File: config.mk
export PLATFORM = sky130hd
export DESIGN_NAME = nand_host_regs
export DESIGN_NICKNAME = d
export VERILOG_FILES = /design/src/rtl/nhr_pkg.sv /design/src/rtl/nhr_ctl_reg.sv /design/src/rtl/nhr_irq_ctl.sv /design/src/rtl/nhr_data_port.sv /design/src/rtl/nand_host_regs.sv
export SDC_FILE = /design/constraint.sdc
export NUM_CORES = 1
export LEC_CHECK = 0
export BUFFER_PORTS_ARGS = -buffer_cell sky130_fd_sc_hd__buf_4
export CORE_UTILIZATION = 25
export CTS_CLUSTER_DIAMETER = 150
export DETAILED_ROUTE_END_ITERATION = 10
export GPL_TIMING_DRIVEN = 0
export HOLD_SLACK_MARGIN = 0.15
export PLACE_DENSITY = 0.44
export SETUP_SLACK_MARGIN = 0.4
export SYNTH_ARGS = -nofsm -noshare
export SYNTH_HDL_FRONTEND = slang
export SYNTH_SLANG_ARGS = --single-unit
File: constraint.sdc
create_clock -name clk -period 2.61 [get_ports clk]
set_input_delay 0.522 -clock clk [delete_from_list [all_inputs] [get_ports clk]]
set_output_delay 0.522 -clock clk [all_outputs]
set_load 0.03 [all_outputs]
File: src/rtl/nhr_pkg.sv
package nhr_pkg;

    localparam int BYTE_W = 8;

    // Control register layout: pin levels and the ECC operation field
    typedef enum logic [1:0] {
        ECC_IDLE  = 2'b00,
        ECC_ARM   = 2'b01,
        ECC_FETCH = 2'b10,
        ECC_CLEAR = 2'b11
    } ecc_op_e;

    typedef struct packed {
        logic    wp;      // bit 7
        ecc_op_e ecc;     // bits 6:5
        logic    ce;      // bit 4, active-high chip select request
        logic    spare3;
        logic    spare2;
        logic    ale;     // bit 1
        logic    cle;     // bit 0
    } ctl_t;

    // Offsets 4..7 selected by the low two offset bits
    typedef enum logic [1:0] {
        SEL_CTL  = 2'b00,
        SEL_STAT = 2'b01,
        SEL_PEND = 2'b10,
        SEL_MASK = 2'b11
    } sel_e;

    typedef struct packed {
        logic data_wr;
        logic data_rd;
        logic ctl_wr;
        logic pend_wr;
        logic mask_wr;
    } strobe_t;

    localparam logic [BYTE_W-1:0] STATUS_PATTERN = 8'h14;
    localparam logic [BYTE_W-1:0] PEND_KEEP      = 8'h01;
    localparam int                IRQ_GATE_BIT   = 7;

    function automatic logic ecc_pulses(ecc_op_e op);
        return (op == ECC_ARM) || (op == ECC_CLEAR);
    endfunction

endpackage

File: src/rtl/nhr_ctl_reg.sv
module nhr_ctl_reg
    import nhr_pkg::*;
(
    input  logic              clk,
    input  logic              rst,
    input  logic              wr,
    input  logic [BYTE_W-1:0] wdata,
    output ctl_t              ctl,
    output logic              ecc_clr
);

    ctl_t ctl_q;
    logic clr_q;

    always_ff @(posedge clk) begin
        if (rst) begin
            ctl_q <= '0;
            clr_q <= 1'b0;
        end else begin
            clr_q <= 1'b0;
            if (wr) begin
                ctl_q <= ctl_t'(wdata);
                clr_q <= ecc_pulses(ecc_op_e'(wdata[6:5]));
            end
        end
    end

    assign ctl     = ctl_q;
    assign ecc_clr = clr_q;


    ecc_clr_source_chk: assert property (@(posedge clk) disable iff (rst)
        ecc_clr |-> $past(wr));


    ecc_clr_single_chk: assert property (@(posedge clk) disable iff (rst)
        (ecc_clr && !wr) |=> !ecc_clr);

endmodule

File: src/rtl/nhr_irq_ctl.sv
module nhr_irq_ctl
    import nhr_pkg::*;
(
    input  logic              clk,
    input  logic              rst,
    input  logic              pend_wr,
    input  logic              mask_wr,
    input  logic              data_wr,
    input  logic [BYTE_W-1:0] wdata,
    output logic [BYTE_W-1:0] pend,
    output logic [BYTE_W-1:0] mask,
    output logic              irq
);

    logic [BYTE_W-1:0] pend_q;
    logic [BYTE_W-1:0] mask_q;

    always_ff @(posedge clk) begin
        if (rst) begin
            pend_q <= '0;
            mask_q <= '0;
        end else begin
            if (pend_wr)
                pend_q <= wdata;
            else if (data_wr)
                pend_q <= pend_q & PEND_KEEP;
            if (mask_wr)
                mask_q <= wdata;
        end
    end

    assign pend = pend_q;
    assign mask = mask_q;
    assign irq  = mask_q[IRQ_GATE_BIT] && |(mask_q & pend_q);


    pend_data_clear_chk: assert property (@(posedge clk) disable iff (rst)
        (data_wr && !pend_wr) |=> (pend_q[BYTE_W-1:1] == '0));


    pend_load_chk: assert property (@(posedge clk) disable iff (rst)
        pend_wr |=> (pend_q == $past(wdata)));


    irq_gate_chk: assert property (@(posedge clk) disable iff (rst)
        !mask_q[IRQ_GATE_BIT] |-> !irq);

endmodule

File: src/rtl/nhr_data_port.sv
module nhr_data_port
    import nhr_pkg::*;
(
    input  logic              clk,
    input  logic              rst,
    input  logic              data_wr,
    input  logic              data_rd,
    input  logic [BYTE_W-1:0] wdata,
    output logic              we_n,
    output logic              re_n,
    output logic [BYTE_W-1:0] io_out,
    output logic              io_oe
);

    logic              we_n_q;
    logic              re_n_q;
    logic              oe_q;
    logic [BYTE_W-1:0] out_q;

    always_ff @(posedge clk) begin
        if (rst) begin
            we_n_q <= 1'b1;
            re_n_q <= 1'b1;
            oe_q   <= 1'b0;
            out_q  <= '0;
        end else begin
            we_n_q <= !data_wr;
            re_n_q <= !data_rd;
            oe_q   <= data_wr;
            if (data_wr)
                out_q <= wdata;
        end
    end

    assign we_n   = we_n_q;
    assign re_n   = re_n_q;
    assign io_oe  = oe_q;
    assign io_out = out_q;


    we_cause_chk: assert property (@(posedge clk) disable iff (rst)
        !we_n_q |-> ($past(data_wr) && oe_q && (out_q == $past(wdata))));


    re_cause_chk: assert property (@(posedge clk) disable iff (rst)
        !re_n_q |-> $past(data_rd));


    we_single_chk: assert property (@(posedge clk) disable iff (rst)
        (!we_n_q && !data_wr) |=> (we_n_q && !oe_q));

endmodule

File: src/rtl/nand_host_regs.sv
module nand_host_regs
    import nhr_pkg::*;
#(
    parameter int ADDR_W = 3
) (
    input  logic              clk,
    input  logic              rst,
    input  logic [ADDR_W-1:0] reg_addr,
    input  logic              reg_wr,
    input  logic              reg_rd,
    input  logic [7:0]        reg_wdata,
    output logic [7:0]        reg_rdata,
    output logic              nf_cle,
    output logic              nf_ale,
    output logic              nf_ce_n,
    output logic              nf_wp,
    output logic              nf_we_n,
    output logic              nf_re_n,
    output logic [7:0]        nf_io_out,
    output logic              nf_io_oe,
    input  logic [7:0]        nf_io_in,
    output logic              ecc_clr,
    output logic              irq
);

    localparam int MAP_W = 3;

    logic              in_map;
    logic              is_ctl_space;
    sel_e              sel;
    strobe_t           stb;
    ctl_t              ctl;
    logic [BYTE_W-1:0] pend;
    logic [BYTE_W-1:0] mask;
    logic [BYTE_W-1:0] ctl_rd_val;
    logic [BYTE_W-1:0] rdata_q;

    generate
        if (ADDR_W > MAP_W) begin : g_window
            assign in_map = ~|reg_addr[ADDR_W-1:MAP_W];
        end else begin : g_full
            assign in_map = 1'b1;
        end
    endgenerate

    assign is_ctl_space = reg_addr[2];
    assign sel          = sel_e'(reg_addr[1:0]);

    always_comb begin
        stb         = '0;
        stb.data_wr = reg_wr && in_map && !is_ctl_space;
        stb.data_rd = reg_rd && in_map && !is_ctl_space;
        stb.ctl_wr  = reg_wr && in_map && is_ctl_space && (sel == SEL_CTL);
        stb.pend_wr = reg_wr && in_map && is_ctl_space && (sel == SEL_PEND);
        stb.mask_wr = reg_wr && in_map && is_ctl_space && (sel == SEL_MASK);
    end

    always_comb begin
        unique case (sel)
            SEL_CTL:  ctl_rd_val = BYTE_W'(ctl);
            SEL_STAT: ctl_rd_val = STATUS_PATTERN;
            SEL_PEND: ctl_rd_val = pend;
            default:  ctl_rd_val = mask;
        endcase
    end

    nhr_ctl_reg u_ctl (
        .clk     (clk),
        .rst     (rst),
        .wr      (stb.ctl_wr),
        .wdata   (reg_wdata),
        .ctl     (ctl),
        .ecc_clr (ecc_clr)
    );

    nhr_irq_ctl u_irq (
        .clk     (clk),
        .rst     (rst),
        .pend_wr (stb.pend_wr),
        .mask_wr (stb.mask_wr),
        .data_wr (stb.data_wr),
        .wdata   (reg_wdata),
        .pend    (pend),
        .mask    (mask),
        .irq     (irq)
    );

    nhr_data_port u_data (
        .clk     (clk),
        .rst     (rst),
        .data_wr (stb.data_wr),
        .data_rd (stb.data_rd),
        .wdata   (reg_wdata),
        .we_n    (nf_we_n),
        .re_n    (nf_re_n),
        .io_out  (nf_io_out),
        .io_oe   (nf_io_oe)
    );

    // Flash capture has priority over a register read in the same cycle
    always_ff @(posedge clk) begin
        if (rst)
            rdata_q <= '0;
        else if (!nf_re_n)
            rdata_q <= nf_io_in;
        else if (reg_rd && !in_map)
            rdata_q <= '0;
        else if (reg_rd && is_ctl_space)
            rdata_q <= ctl_rd_val;
    end

    assign reg_rdata = rdata_q;
    assign nf_cle    = ctl.cle;
    assign nf_ale    = ctl.ale;
    assign nf_ce_n   = !ctl.ce;
    assign nf_wp     = ctl.wp;


    status_read_chk: assert property (@(posedge clk) disable iff (rst)
        (reg_rd && in_map && is_ctl_space && sel == SEL_STAT && nf_re_n)
            |=> (reg_rdata == STATUS_PATTERN));


    unmapped_read_chk: assert property (@(posedge clk) disable iff (rst)
        (reg_rd && !in_map && nf_re_n) |=> (reg_rdata == '0));


    pins_stable_chk: assert property (@(posedge clk) disable iff (rst)
        !stb.ctl_wr |=> ($stable(nf_ce_n) && $stable(nf_cle) && $stable(nf_ale) && $stable(nf_wp)));

endmodule

# Word-level counts from Yosys, hierarchy flattened
# Cells that the tools add are included.
# Widths: inputs -> output; s select.
# classes
bitwise_logic,2
muxes,5
reduce_logical,17
n_eq_ne,6
# op_table
operator,count
$mux 8,4
$pmux 8 s3,1
$and 8x8->8,1
$logic_and 1x1->1,8
$reduce_or 8->1,1
$eq 2x2->1 const B,3
$eq 2x1->1 const B,2
$logic_not 1->1,4
$logic_not 2->1,1
$ne 2x2->1 const B,1
$reduce_bool 2->1,1
$reduce_or 2->1,1
$logic_or 1x1->1,1
$not 1->1,1
# word_totals
elab_cells,46
in_bits,23
register_bits,44
output_inout_bits,25

# Depth between registers and ports, before layout
# Gate-level depths: netlist of the first run.
# logic_depth
word_depth,4
depth_mapped,5
depth_no_buf,3

# Cells and area by module
# A second synthesis of the first run with hierarchy kept.
# unflattened
cells_unflattened,198
hier_area_um2,1944.4
# modules_own_cells
module,seq_area_each_um2,area_each_um2,cells_per_inst,n_inst
nhr_irq_ctl,320.3,631.9,65,1
nand_host_regs,160.2,626.9,72,1
nhr_data_port,220.2,370.4,32,1
nhr_ctl_reg,180.2,315.3,29,1

# Least setup slack after synthesis of the first run
# No wires, ideal clock.
# synth_timing
path_type,reg2out
startpoint,reg u_irq.mask_q[1] (netlist: u_irq.mask[1])
endpoint,out irq
t_required_ps,2088
arrival_ps,996
n_path_buf,0
setup_slack_ps,1092
stages_incl_launch_ff,3
path_cell_list,dfxtp_1 > a22oi_1 > a41oi_1
# synth_via
elab_chain_cells,3
# synth_rtl
element,line,rtl
"start, declared",nhr_irq_ctl.sv:16,logic [BYTE_W-1:0] mask_q;
"start signal, assigned",nhr_irq_ctl.sv:28,mask_q <= wdata;
$and 8x8->8,nhr_irq_ctl.sv:34,assign irq = mask_q[IRQ_GATE_BIT] && |(mask_q & pend_q);
$reduce_or 8->1,nhr_irq_ctl.sv:34,
$logic_and 1x1->1,nhr_irq_ctl.sv:34,
"end, declared",nand_host_regs.sv:23,output logic irq
# Every way passes these cells.

# Worst setup path in the final report of the first run
# layout_timing
startpoint,reg u_irq.pend_q[6] (netlist: u_irq.pend[6])
endpoint,out irq
# layout_via
elab_chain_cells,3
# layout_rtl
element,line,rtl
"start, declared",nhr_irq_ctl.sv:15,logic [BYTE_W-1:0] pend_q;
"start signal, assigned",nhr_irq_ctl.sv:24,pend_q <= wdata;
"start signal, assigned",nhr_irq_ctl.sv:26,pend_q <= pend_q & PEND_KEEP;
$and 8x8->8,nhr_irq_ctl.sv:34,
$reduce_or 8->1,nhr_irq_ctl.sv:34,
$logic_and 1x1->1,nhr_irq_ctl.sv:34,
# Every way passes these cells.

==> flow_results.org, run 1 <==
** Run status
- Run status :: finished, final reports clean

** STA
- Largest clock skew in the final design :: 0.00595 ns
- RSZ-0062 raised after global routing :: no
- The count of final hold-check violations was 0.
- Summed over all failing endpoints, the final setup total negative slack is 0 ns.
- Measured against its own limit, the worst slew margin works out to 56.1%.
- Portion of the clock cycle consumed by the worst path in the final layout :: 68.9%
- Setup violations remaining at the end of the flow were counted as 0.
- F_max :: 556 MHz
- Counting I/O delays and the setup requirement, the final critical path takes about 1.8 ns.
- The max-slew violation count was 0.
- Measured slew at the worst slew-check pin :: 0.658 ns

** Power and ir drop
- Maximum resistive drop on vdd :: 236 uV
- Switching Share :: 27.2%
- Pwr dens :: 548 nW/um^2
- Switching power :: 0.366 mW
- Sequential Power Share :: 52.3%
- Combinational logic burns 14.6% of the power.
- Internal power summed over all cells :: 0.980 mW
- The share of total power dissipated in the clock network is approximately a third.
- The analysis attributes to cell leakage a power of a little under 1 nW.

** Worst hold path
- Along the worst hold path, the cell count comes to 2.
- End of the worst hold path :: u_data.re_n$_SDFF_PP1_
- Hold Startpoint :: reg_rd
- Type of the worst min-delay path :: in -> reg

** Synth
- Post-synth EDFFs :: 0
- Ranking of synthesized cells by area :: sky130_fd_sc_hd__dfxtp_1 46%, sky130_fd_sc_hd__nand2_1 12%, sky130_fd_sc_hd__a21oi_1 8.7%
- The mapped netlist covers 1900 sq um.
- Gate count after technology mapping :: 225
- Dominant register cell in the synthesized netlist :: sky130_fd_sc_hd__dfxtp_1
- Net count after synthesis :: 248
- For this run, the register share of the synthesized area comes to between 40 and 50%.
- Warnings from Yosys :: 0
- In this run, synthesis produced a sequential element count of 44.
- After synthesis, the largest area contributor takes up a little under half of total cell area.
- After synthesis, the netlist uses 33 different library cells.
- sky130_fd_sc_hd__dfxtp_1 takes more of the synthesized area than any other cell.
- Counting instances in the post-synthesis netlist gives the leading cell types as 59 x sky130_fd_sc_hd__nand2_1, 44 x sky130_fd_sc_hd__dfxtp_1, 33 x sky130_fd_sc_hd__a21oi_1, 12 x sky130_fd_sc_hd__nand3_1, 10 x sky130_fd_sc_hd__buf_2.
- In the synthesized netlist the async set-or-reset flop fraction comes to 0%.
- Synthesized area divided by synthesized cell count :: 8.42 sq um
- The most common cell in the synthesized netlist is sky130_fd_sc_hd__nand2_1.

** Routing
- Overall via count from detail_route :: 1759
- DR WL met3 :: 415 um
- Average wire per cell in the routed design :: between 15 and 20 um
- Post-route DRC violation count :: 0
- In this run, the number of DRC markers left after iteration 0 of detailed routing was 104.
- Vias per std cell :: 4.65
- Routed metal-1 wirelength :: 2840 um
- Top routing layer in use :: met4
- Drt total wl :: 5730 um
- The routed design uses around 2400 um of met2 wire.
- Before antenna repair, the detailed router went through 5 iterations.
- The detail route stage leaves a number of antenna-violating nets equal to 0.

** Die
- DIE AREA :: about 7900 sq um
- Placement Rows :: 31
- Die height :: ~89 um
- Floorplan Core Area :: between 7000 and 8000 sq um
- From left edge to right edge, the die measures 89.1 um.
- Number of placed I/O pins :: 48
- Initial standard-cell utilization of the core :: 26.0%

** Worst setup path
- STA classifies the critical path startpoint as a flip-flop.
- In this run the worst path has a maximum fanout of 3.
- Setup CP Type :: reg -> out
- Setup slack of the worst register-to-register path :: 1.28 ns
- Counting cells, the worst reg-to-reg path comes to 4.
- The worst setup path is captured at an output port.
- Startpoint of the lowest-slack register-to-register path :: u_data.re_n$_SDFF_PP1_
- For the worst setup path, the data required time is 2.09 ns.
- For the worst setup path, the data arrival time is 1.28 ns.
- The endpoint identified for the worst register-to-register timing path is reg_rdata[2]$_SDFFE_PP0P_.

** Clock network
- Number of H-tree levels :: 2
- CTS tree :: done
- Post-CTS setup buffers :: 0
- The clock drives 44 sinks.
- The longest clock path from root to sink contains 2 buffers.
- Cts repair resizes :: 0
- Cts bufs inserted :: 5
- After clock tree synthesis, the clock-pin slew on the worst setup and hold paths is approximately 0.080 ns.
- Cell chosen for the clock root :: sky130_fd_sc_hd__clkbuf_8
- Post-CTS Hold Buffers :: 0
- The later pin in the worst-skew pair is clocked with a latency of approximately 0.3 ns.

** Finish
- Cells with a size suffix above 1 make up 26.9% of the layout.
- Cells fill 33.7% of the core in the end.
- 0 antenna diodes ended up in the layout.
- Area added between synthesis and finish :: 29.6%
- For this run, the post-layout net count is 301.

** Global route
- Grt total ovfl :: 0
- Entering global routing, the biggest net connects 14 pins.
- The initial antenna violation count came to 0.
- The first global-routing pass estimated between 8000 and 9000 um of wire.
- In the global route stage, overall resource usage came out at 15.3%.
- Via count of the first global-routing pass :: between 1500 and 2000

** Place
- Once detailed placement completed, the half-perimeter wirelength came to just under 4000 um.
- Number of input and output port buffers inserted :: 46
- The congestion estimate from routability-driven global placement came to 0.786.

** Job
- Max-cap violation count :: 0
-- kinds of logic (layout without fill, tap and decap cells) --
logic type / after synthesis / in the layout / synth area share (%)
AO/OA/AOI/OAI: 56 / 56 / 20.4
flip-flops: 44 / 44 / 46.5
buffers and inverters: 24 / 78 / 6.40
AND/OR/NAND/NOR: 93 / 93 / 22.4
multiplexers: 8 / 8 / 4.36
-- how the worst max path moves through the flow --
| stage | start | to | slack (ns) | cells past startpoint |
|---|---|---|---|---|
| 5_1_grt | u_irq.pend[6]$_SDFFE_PP0P_ | irq | 0.77 | 3 |
| 6_report | u_irq.pend[6]$_SDFFE_PP0P_ | irq | 0.81 | 3 |
| 3_3_place_gp | reg_addr[1] | u_irq.mask[6]$_SDFFE_PP0P_ | 0.83 | 6 |
| 4_1_cts | u_irq.pend[5]$_SDFFE_PP0P_ | irq | 0.81 | 3 |
| 3_5_place_dp | reg_addr[1] | u_irq.mask[0]$_SDFFE_PP0P_ | 0.82 | 6 |
| 2_1_floorplan | u_irq.mask[1]$_SDFFE_PP0P_ | irq | 1.09 | 2 |
-- layer usage --
layer  vias up  GRT usage, %
met3         7          3.23
met2        72          23.1
li1        893             -
met1       787          22.3
met5         -             0
met4         0          3.90
-- state kept, by name, indices dropped and copies added (netlist names) --
name           cells
u_irq.pend         8
u_data.io_oe       1
u_ctl.ecc_clr      1
u_irq.mask         8
u_data.we_n        1
u_data.re_n        1
u_ctl.ctl          8
u_data.io_out      8
reg_rdata          8
-- worst max-delay path: stages, from the launching register on --
cell and delay (ns):
sky130_fd_sc_hd__dfxtp_1 0.39, sky130_fd_sc_hd__a22oi_1 0.12, sky130_fd_sc_hd__a41oi_1 0.26, sky130_fd_sc_hd__buf_4 0.21
-- cells in the final DEF, fill, tap and decap left out, types with 2 or more instances in the layout --
cell                        n
sky130_fd_sc_hd__clkbuf_8   6
sky130_fd_sc_hd__nor3_1     6
sky130_fd_sc_hd__a21oi_2    2
sky130_fd_sc_hd__o211ai_1   5
sky130_fd_sc_hd__nand2_1   59
sky130_fd_sc_hd__buf_4     49
sky130_fd_sc_hd__mux2_1     2
sky130_fd_sc_hd__clkinv_2   2
sky130_fd_sc_hd__nor2_1     6
sky130_fd_sc_hd__nand3_1   12
sky130_fd_sc_hd__o221ai_1   3
sky130_fd_sc_hd__dfxtp_1   44
sky130_fd_sc_hd__a32o_1     6
sky130_fd_sc_hd__a21oi_1   33
sky130_fd_sc_hd__a22oi_1    3
sky130_fd_sc_hd__buf_2     10
sky130_fd_sc_hd__a221oi_2   2
sky130_fd_sc_hd__inv_1      6
sky130_fd_sc_hd__mux2i_1    6
sky130_fd_sc_hd__clkbuf_1   2
-- cell type report --
| class | instances | area [sq um] |
|---|---|---|
| multi-input combinational | 157 | 893 |
| sequential | 44 | 881 |
| fill | 821 | 4830 |
| inverter | 7 | 26.3 |
| clock inverter | 2 | 10.0 |
| clock buffer | 6 | 82.6 |
| timing repair buffer | 46 | 345 |
| buffer | 17 | 95.1 |
| tap | 99 | 124 |
-- metrics by stage --
step           total power [mW]  hold slack [ns]  std cells  setup WS, ns  instance area [sq um]
2_1_floorplan             0.829            0.432        225          1.09                   1900
3_3_place_gp              0.917            0.448        370         0.826                   2360
3_5_place_dp              0.917            0.450        370         0.822                   2360
4_1_cts                    1.36            0.437        378         0.806                   2460
5_1_grt                    1.41            0.446        378         0.768                   2460
6_report                   1.35            0.442        378         0.812                   2460
-- power by group through the flow --
stage | sequential, mW | combinational, mW | clock (mW)
6_report | 0.704 | 0.197 | 0.446
5_1_grt | 0.706 | 0.216 | 0.489
4_1_cts | 0.704 | 0.198 | 0.459
3_5_place_dp | 0.720 | 0.197 | 0
3_3_place_gp | 0.720 | 0.198 | 0
2_1_floorplan | 0.745 | 0.0847 | 0
Power figures use the tool's default switching activity.
==> run 2: changes to the inputs <==
--- a/config.mk
+++ b/config.mk
@@ -11,7 +11,7 @@
 export DETAILED_ROUTE_END_ITERATION = 10
 export GPL_TIMING_DRIVEN = 0
 export HOLD_SLACK_MARGIN = 0.15
-export PLACE_DENSITY = 0.44
+export PLACE_DENSITY = 0.45
 export SETUP_SLACK_MARGIN = 0.4
 export SYNTH_ARGS = -nofsm -noshare
 export SYNTH_HDL_FRONTEND = slang
==> constraint.sdc (replaced) <==
create_clock -name clk -period 1.5 [get_ports clk]
set_input_delay 0.3 -clock clk [delete_from_list [all_inputs] [get_ports clk]]
set_output_delay 0.3 -clock clk [all_outputs]
set_load 0.03 [all_outputs]
==> run 2 against run 1 <==
Against the previous run: sequential power increased by 75%; sequential share of layout area decreased by 3.0 points; first-iteration DRC count decreased by 5.8%; via count increased by 2.8%; wire length increased by 1.6%; largest cell class unchanged.
==> flow_results.org, run 2 (synthesis results as in run 1) <==
** Global route
- Initial antenna violation count :: 0 (unchanged)
- Via count of the first global-routing pass :: 1712 (+6.3%)
- The global-route wire length before repair was 9110 um (+3.9%).
- Grt total ovfl :: 0 (unchanged)
- The global-route usage over all layers was 15.6% (+0.26 points).
- Pin count of the biggest net entering global routing :: 14 (unchanged)

** Worst setup path
- The arrival time at the worst endpoint was 1.19 ns (-0.09 ns).
- The delay of the slowest critical-path stage is 0.34 ns (-0.05 ns).
- Kind of start point of the critical path :: flip-flop
- Setup CP Type :: reg -> out
- The largest individual stage delay along the critical path comes from the cell sky130_fd_sc_hd__dfxtp_2.
- Endpoint required time on the critical path :: 1.20 ns (-0.89 ns)
- STA classifies the critical path endpoint as an output port.
- The critical path goes through a22oi_2, a41oi_2, buf_6.
- The worst-path maximum fanout came to 3 (unchanged).

** Power and ir drop
- The peak supply drop came to 467 uV (+98%).
- Pwr dens :: 883 nW/um^2 (+61%)
- Total design power :: 2.47 mW (+84%)
- Leakage power figure :: 1.08 nW (+12%)

** Die
- DIE AREA :: 7930 sq um (unchanged)
- Placement Rows :: 31 (unchanged)
- Initial standard-cell utilization of the core :: 26.0% (unchanged)
- Floorplan Core Area :: 7290 sq um (unchanged)
- Number of placed I/O pins :: 48 (unchanged)
- The horizontal die dimension is 89.1 um (unchanged).
- The die height is 89.1 um (unchanged).

** Routing
- Residual antenna-violating net count after detailed routing :: 0 (unchanged)
- Post-route DRC violation count :: 0 (unchanged)
- The mean number of vias per cell came to 4.67 (+0.45%).
- The total wirelength of the detailed-routed design came to 5830 um (+1.6%).
- The post-detailed-route wirelength per cell was 15.1 um (-0.74%).
- DR WL met3 :: 281 um (-32%)
- Routed metal-1 wirelength :: 2810 um (-1.2%)
- The number of detailed-routing iterations run before antenna repair is 4 (-1).
- The highest metal layer carrying signal wires in the routed design is met4.
- The total length of routed met2 wires is 2680 um (+9.8%).
- The number of DRC violations after detailed-routing iteration 0 was 98 (-5.8%).
- Overall via count from detail_route :: 1809 (+2.8%)

** Finish
- In the layout the commonest cells are 59 x sky130_fd_sc_hd__nand2_1, 32 x sky130_fd_sc_hd__buf_4, 32 x sky130_fd_sc_hd__a21oi_1.
- Final std cells w/o fill :: 387 (+2.4%)
- Count of filler cells inserted in the layout :: 812 (-1.1%)
- The diode insertion count for antenna repair is 0 (unchanged).
- Leaving out fill and tap cells, the most frequent cell in the layout is sky130_fd_sc_hd__nand2_1.
- The number of nets in the finished design came to 310 (+3.0%).
- Area added between synthesis and finish :: 47.7%
- The fraction of layout cells with a size suffix above 1 was 44.1% (+17 points).
- Cell area after layout :: 2800 sq um (+14%)

** Clock network
- The clock net sink count is 44 (unchanged).
- Clk Latency, worst-skew pair :: 0.30 ns (about the same)
- The post-cts hold buffer count came to 0 (unchanged).
- Cell chosen for the clock root :: sky130_fd_sc_hd__clkbuf_8
- Clock buffer depth :: 2 (unchanged)
- The H-tree depth is 2 (unchanged).
- Cts bufs inserted :: 5 (unchanged)
- The clock slew at the register clock pins of the worst setup and hold paths came to 0.08 ns (about the same).
- CTS tree :: done

** Job
- The max-cap violation count was 0 (unchanged).

** Place
- The placed standard-cell area is 2410 sq um (+2.1%).
- The cell count after placement is 370 (unchanged).
- The detailed placement HPWL came to 4010 um (+0.91%).
- Pre-CTS WS :: 0.0600 ns (-0.762 ns)
- Last weighted congestion value of the routability-driven placer :: 0.816 (+3.8%)
- Number of input and output port buffers inserted :: 46 (unchanged)

** STA
- Portion of the clock cycle consumed by the worst path in the final layout :: 99.4%
- Total of endpoints with negative setup slack in the final report :: 0 (unchanged)
- The slew at the pin closest to its max-slew limit came to 0.490 ns (-0.168 ns).
- Largest clock skew in the final design :: 0.00523 ns (-0.000725 ns)
- RSZ-0062 raised after global routing :: yes
- Static timing analysis puts the maximum clock frequency at about 670 MHz.
- Worst path setup slack after routing :: 0.00836 ns (-0.804 ns)
- Worst Hold Slack :: 0.207 ns (-0.235 ns)
- Final Hold Fails :: 0 (unchanged)
- Pins over their slew limit :: 0 (unchanged)
- Post-layout min period :: 1.49 ns
- Rel. slew slack :: 67.3% (+11 points)

** Worst hold path
- The path class of the tightest hold or removal check is in -> reg.

** Run status
- Run status :: finished, final reports clean
==> run 2: changes by cell type in the layout (fill, tap and decap cells not counted), moves of 4 or more <==
| cell | before | now |
|---|---|---|
| sky130_fd_sc_hd__buf_6 | 1 | 27 |
| sky130_fd_sc_hd__buf_4 | 49 | 32 |
| sky130_fd_sc_hd__nor3_1 | 6 | 0 |
| sky130_fd_sc_hd__dfxtp_2 | 0 | 27 |
| sky130_fd_sc_hd__dfxtp_1 | 44 | 16 |
| sky130_fd_sc_hd__nor3_4 | 0 | 4 |
==> run 2: final timing paths <==
kind / from / end / slack, ns / depth (start not counted)
worst min-delay path: reg_rd / u_data.re_n$_SDFF_PP1_ / 0.21 / 2
worst max-delay path: u_irq.pend[6]$_SDFFE_PP0P_ / irq / 0.008 / 3
worst max register to register: u_data.re_n$_SDFF_PP1_ / reg_rdata[0]$_SDFFE_PP0P_ / 0.35 / 4
worst min register to register: u_irq.mask[7]$_SDFFE_PP0P_ / u_irq.mask[7]$_SDFFE_PP0P_ / 0.46 / 2
==> run 2: critical path, delay by kind of cell, from the launching register on <==
family / cells / cell delay (ns)
DFF: 1 / 0.34
buffers and inverters: 1 / 0.18
AOI/OAI and AO/OA: 2 / 0.38
==> run 2: routing by layer <==
| layer | vias to the layer above | global-route usage, % |
|---|---|---|
| met5 | - | 0 |
| met2 | 46 | 25.7 |
| met3 | 6 | 3.32 |
| met1 | 847 | 20.8 |
| li1 | 910 | - |
| met4 | 0 | 4.04 |
==> run 2: power by group <==
part / internal (mW) / switching [mW] / total [mW] / leakage [nW]
Sequential: 1.21 / 0.0269 / 1.23 / 0.370
Combinational: 0.179 / 0.228 / 0.406 / 0.656
Clock: 0.427 / 0.406 / 0.833 / 0.0534
Total: 1.81 / 0.660 / 2.47 / 1.08
==> run 2: layout make-up <==
type                            instances  area, sq um  share of cell area (%)
Multi-Input combinational cell        157         1000                    35.8
Sequential cell                        44          918                    32.8
Timing Repair Buffer                   55          500                    17.9
Buffer                                 17          125                    4.47
Tap cell                               99          124                    4.43
Clock buffer                            7         97.6                    3.49
Inverter                                7         26.3                   0.939
Clock inverter                          1         5.00                   0.179
==> run 2: what timing repair did <==
| item | 4_1_cts | 5_1_grt |
|---|---|---|
| endpoints found under the setup margin | 38 | 24 |
| resized for setup | 50 | 20 |
| setup buffers | 7 | 1 |
| pin swaps | 12 | 1 |
| cloned | 1 | 0 |
==> run 2: metrics by stage <==
step | setup TNS (ns) | utilization, %
after floorplan | 0 | -
after global placement | 0 | 33.1
after detailed placement | 0 | 33.1
after CTS | 0 | 37.3
after global routing | -0.0114 | 38.4
final | 0 | 38.4
==> run 3: changes to the inputs <==
--- a/config.mk
+++ b/config.mk
@@ -6,12 +6,12 @@
 export NUM_CORES = 1
 export LEC_CHECK = 0
 export BUFFER_PORTS_ARGS = -buffer_cell sky130_fd_sc_hd__buf_4
-export CORE_UTILIZATION = 25
+export CORE_UTILIZATION = 47
 export CTS_CLUSTER_DIAMETER = 150
 export DETAILED_ROUTE_END_ITERATION = 10
 export GPL_TIMING_DRIVEN = 0
 export HOLD_SLACK_MARGIN = 0.15
-export PLACE_DENSITY = 0.45
+export PLACE_DENSITY = 0.75
 export SETUP_SLACK_MARGIN = 0.4
 export SYNTH_ARGS = -nofsm -noshare
 export SYNTH_HDL_FRONTEND = slang
==> run 3 against run 2 <==
Against the previous run: final cell count down 14%; register-to-register slack about the same; global-route usage grew 8.8 points; combinational power is 4% lower; fmax grew 2.2%; non-clock buffer count fell by 1; count of clock-buffer cells in the layout down 2; clock power fell by 14%; largest cell class unchanged; hold slack better by 0.0027 ns; via count shrank 1.1%; sequential cell count is the same.
==> flow_results.org, run 3 (synthesis results as in run 1) <==
** Run status
- Run status :: finished, final reports clean

** Clock network
- The total clock buffers created by CTS was 5 (unchanged).
- The post-cts hold buffer count was 0 (unchanged).
- Number of H-tree levels :: 2 (unchanged)
- The clock slew at the register clock pins of the worst setup and hold paths came to 0.08 ns (about the same).
- Clock buffer depth :: 2 (unchanged)
- CTS placed an instance of sky130_fd_sc_hd__clkbuf_8 at the clock tree root.
- The clock net sink count is 44 (unchanged).
- CTS tree :: done
- Clk Latency, worst-skew pair :: 0.30 ns (about the same)

** Worst setup path
- The worst register-to-register path begins at u_data.re_n$_SDFF_PP1_.
- Cell depth of the worst flop-to-flop path :: 4 (unchanged)
- Start point of the critical path :: u_irq.mask[5]$_SDFFE_PP0P_
- The delay of the slowest critical-path stage is 0.33 ns (about the same).
- Endpoint required time on the critical path :: 1.20 ns (about the same)
- The worst-path maximum fanout came to 2 (-1).
- Setup CP Type :: reg -> out
- Worst Path Arrival :: 1.16 ns (-0.03 ns)
- Cell breakdown of the critical path :: a22oi_2, a41oi_2, buf_6
- Reg-to-reg critical path endpoint :: reg_rdata[1]$_SDFFE_PP0P_
- Type of destination of the critical path :: output port
- Setup slack of the worst register-to-register path :: 0.34 ns (about the same)
- Kind of start point of the critical path :: flip-flop
- Among all stages on the critical path, the largest delay is contributed by sky130_fd_sc_hd__dfxtp_2.

** Finish
- The summed area of non-filler cells in the final layout is 2680 sq um (-4.2%).
- The fraction of layout cells with a size suffix above 1 was 43.4% (-0.74 points).
- Final std cells w/o fill :: 334 (-14%)
- Count of filler cells inserted in the layout :: 305 (-62%)
- Diode count :: 0 (unchanged)
- Leaving out fill and tap cells, the most frequent cell in the layout is sky130_fd_sc_hd__nand2_1.
- The area growth from synthesis to layout is 41.4%.
- Post-layout net count :: 309 (-0.32%)
- In the layout the commonest cells are 59 x sky130_fd_sc_hd__nand2_1, 33 x sky130_fd_sc_hd__a21oi_1, 29 x sky130_fd_sc_hd__buf_4, 29 x sky130_fd_sc_hd__buf_6, 28 x sky130_fd_sc_hd__dfxtp_2.

** Place
- Sum of net half-perimeters after detailed placement :: 3320 um (-17%)
- The weighted congestion at the end of routability-driven global placement came to 0.861 (+5.5%).
- Post-Place Cell Area :: 2350 sq um (-2.6%)
- Pre-CTS WS :: 0.0843 ns (+0.0244 ns)
- Number of instances in the placed design :: 319 (-14%)
- Number of input and output port buffers inserted :: 46 (unchanged)

** Die
- DIE AREA :: 4290 sq um (-46%)
- The core region area is 3770 sq um (-48%).
- Die height :: 65.5 um (-26%)
- The horizontal die dimension is 65.5 um (-26%).
- Number of placed I/O pins :: 48 (unchanged)
- Initial standard-cell utilization of the core :: 50.3% (+24 points)
- Placement Rows :: 22 (-29%)

** Global route
- All-Layer GR Usage :: 24.5% (+8.8 points)
- Grt total ovfl :: 0 (unchanged)
- The initial antenna violation count was 0 (unchanged).
- Via count of the first global-routing pass :: 1558 (-9.0%)
- First-pass GRT wire length :: 7750 um (-15%)
- Pin count of the biggest net entering global routing :: 14 (unchanged)

** Routing
- The mean number of vias per cell came to 5.36 (+15%).
- Post-route DRC violation count :: 0 (unchanged)
- Drt total wl :: 4950 um (-15%)
- The remaining number of nets flagged by the antenna check after routing is 0 (unchanged).
- Overall via count from detail_route :: 1790 (-1.1%)
- Drt pass-1 iters :: 4 (unchanged)
- The post-detailed-route wirelength per cell came to 14.8 um (-1.5%).
- The number of DRC violations after detailed-routing iteration 0 is 95 (-3.1%).

** STA
- Post-layout min period :: 1.46 ns (-0.0328 ns)
- Portion of the clock cycle consumed by the worst path in the final layout :: 97.3% (-2.2 points)
- Final Hold Fails :: 0 (unchanged)
- F_max :: 685 MHz (+2.2%)
- Pins over their slew limit :: 0 (unchanged)
- The worst clock skew on the final layout was 0.00315 ns (-0.00207 ns).
- Total negative slack for setup checks :: 0 ns (unchanged)
- Rel. slew slack :: 70.5% (+3.2 points)
- Measured slew at the worst slew-check pin :: 0.442 ns (-0.0483 ns)
- Worst path setup slack after routing :: 0.0412 ns (+0.0328 ns)
- Setup repair after global routing could not meet its margin everywhere.
- The total setup violations reported at the end of the flow came to 0 (unchanged).

** Job
- The max-cap violation count was 0 (unchanged).

** Power and ir drop
- Leakage power figure :: 1.06 nW (-1.7%)
- Maximum resistive drop on vdd :: 643 uV (+38%)
- Pwr dens :: 872 nW/um^2 (-1.2%)
- Total design power :: 2.34 mW (-5.4%)

** Worst hold path
- The worst hold path belongs to the class in -> reg.
- Hold Startpoint :: reg_rd
- End of the worst hold path :: u_data.re_n$_SDFF_PP1_
- Hold path depth :: 2 (unchanged)
## run 3: cell count changes in the layout (fill, tap and decap cells not counted), sizes merged
cell,before,now
buf,69,68
clkbuf,10,8
inv,7,8
## run 3: metrics by stage
stage	util [%]	hold slack, ns
after floorplan	-	0.382
after global placement	62.3	0.444
final	71.1	0.210
after global routing	71.1	0.221
after CTS	68.0	0.204
after detailed placement	62.3	0.449
## run 3: critical path, delay by kind of cell, from the launching register on
kind	cells	cell delay [ns]
AO/OA/AOI/OAI	2	0.37
buffers and inverters	1	0.16
flip-flops	1	0.33
## run 3: repair_timing
action	4_1_cts	5_1_grt
pin swaps	3	6
endpoints found under the setup margin	23	54
gates cloned	1	0
gates resized for setup	34	35
buffers inserted	4	3
## run 3: worst max-delay path by stage
stage	end	slack, ns	cells past startpoint
floorplan	reg_rdata[2]$_SDFFE_PP0P_	0.36	4
global placement	u_data.io_out[6]$_SDFFE_PP0P_	0.11	4
detailed placement	u_data.io_out[2]$_SDFFE_PP0P_	0.08	4
CTS	irq	0.04	3
global route	irq	-0.006	3
finish	irq	0.04	3
## run 3: final cells by class
| class | instances | area [sq um] | area share, % |
|---|---|---|---|
| timing repair buffer | 54 | 507 | 18.9 |
| clock inverter | 2 | 11.3 | 0.420 |
| multi-input combinational | 157 | 968 | 36.1 |
| sequential | 44 | 920 | 34.3 |
| clock buffer | 5 | 68.8 | 2.57 |
| buffer | 17 | 119 | 4.44 |
| inverter | 7 | 26.3 | 0.980 |
| tap | 48 | 60.1 | 2.24 |
## run 3: power breakdown
part           switching [mW]  total (mW)  internal [mW]
Combinational           0.211       0.388          0.176
Sequential             0.0266        1.23           1.21
Clock                   0.401       0.718          0.317
Total                   0.639        2.34           1.70
## run 3: layer usage
layer  part of all wire, %  global-route usage (%)
met4                   1.1                    7.34
met1                    44                    31.8
met5                     0                       0
met3                   6.7                    6.77
met2                    48                    39.2
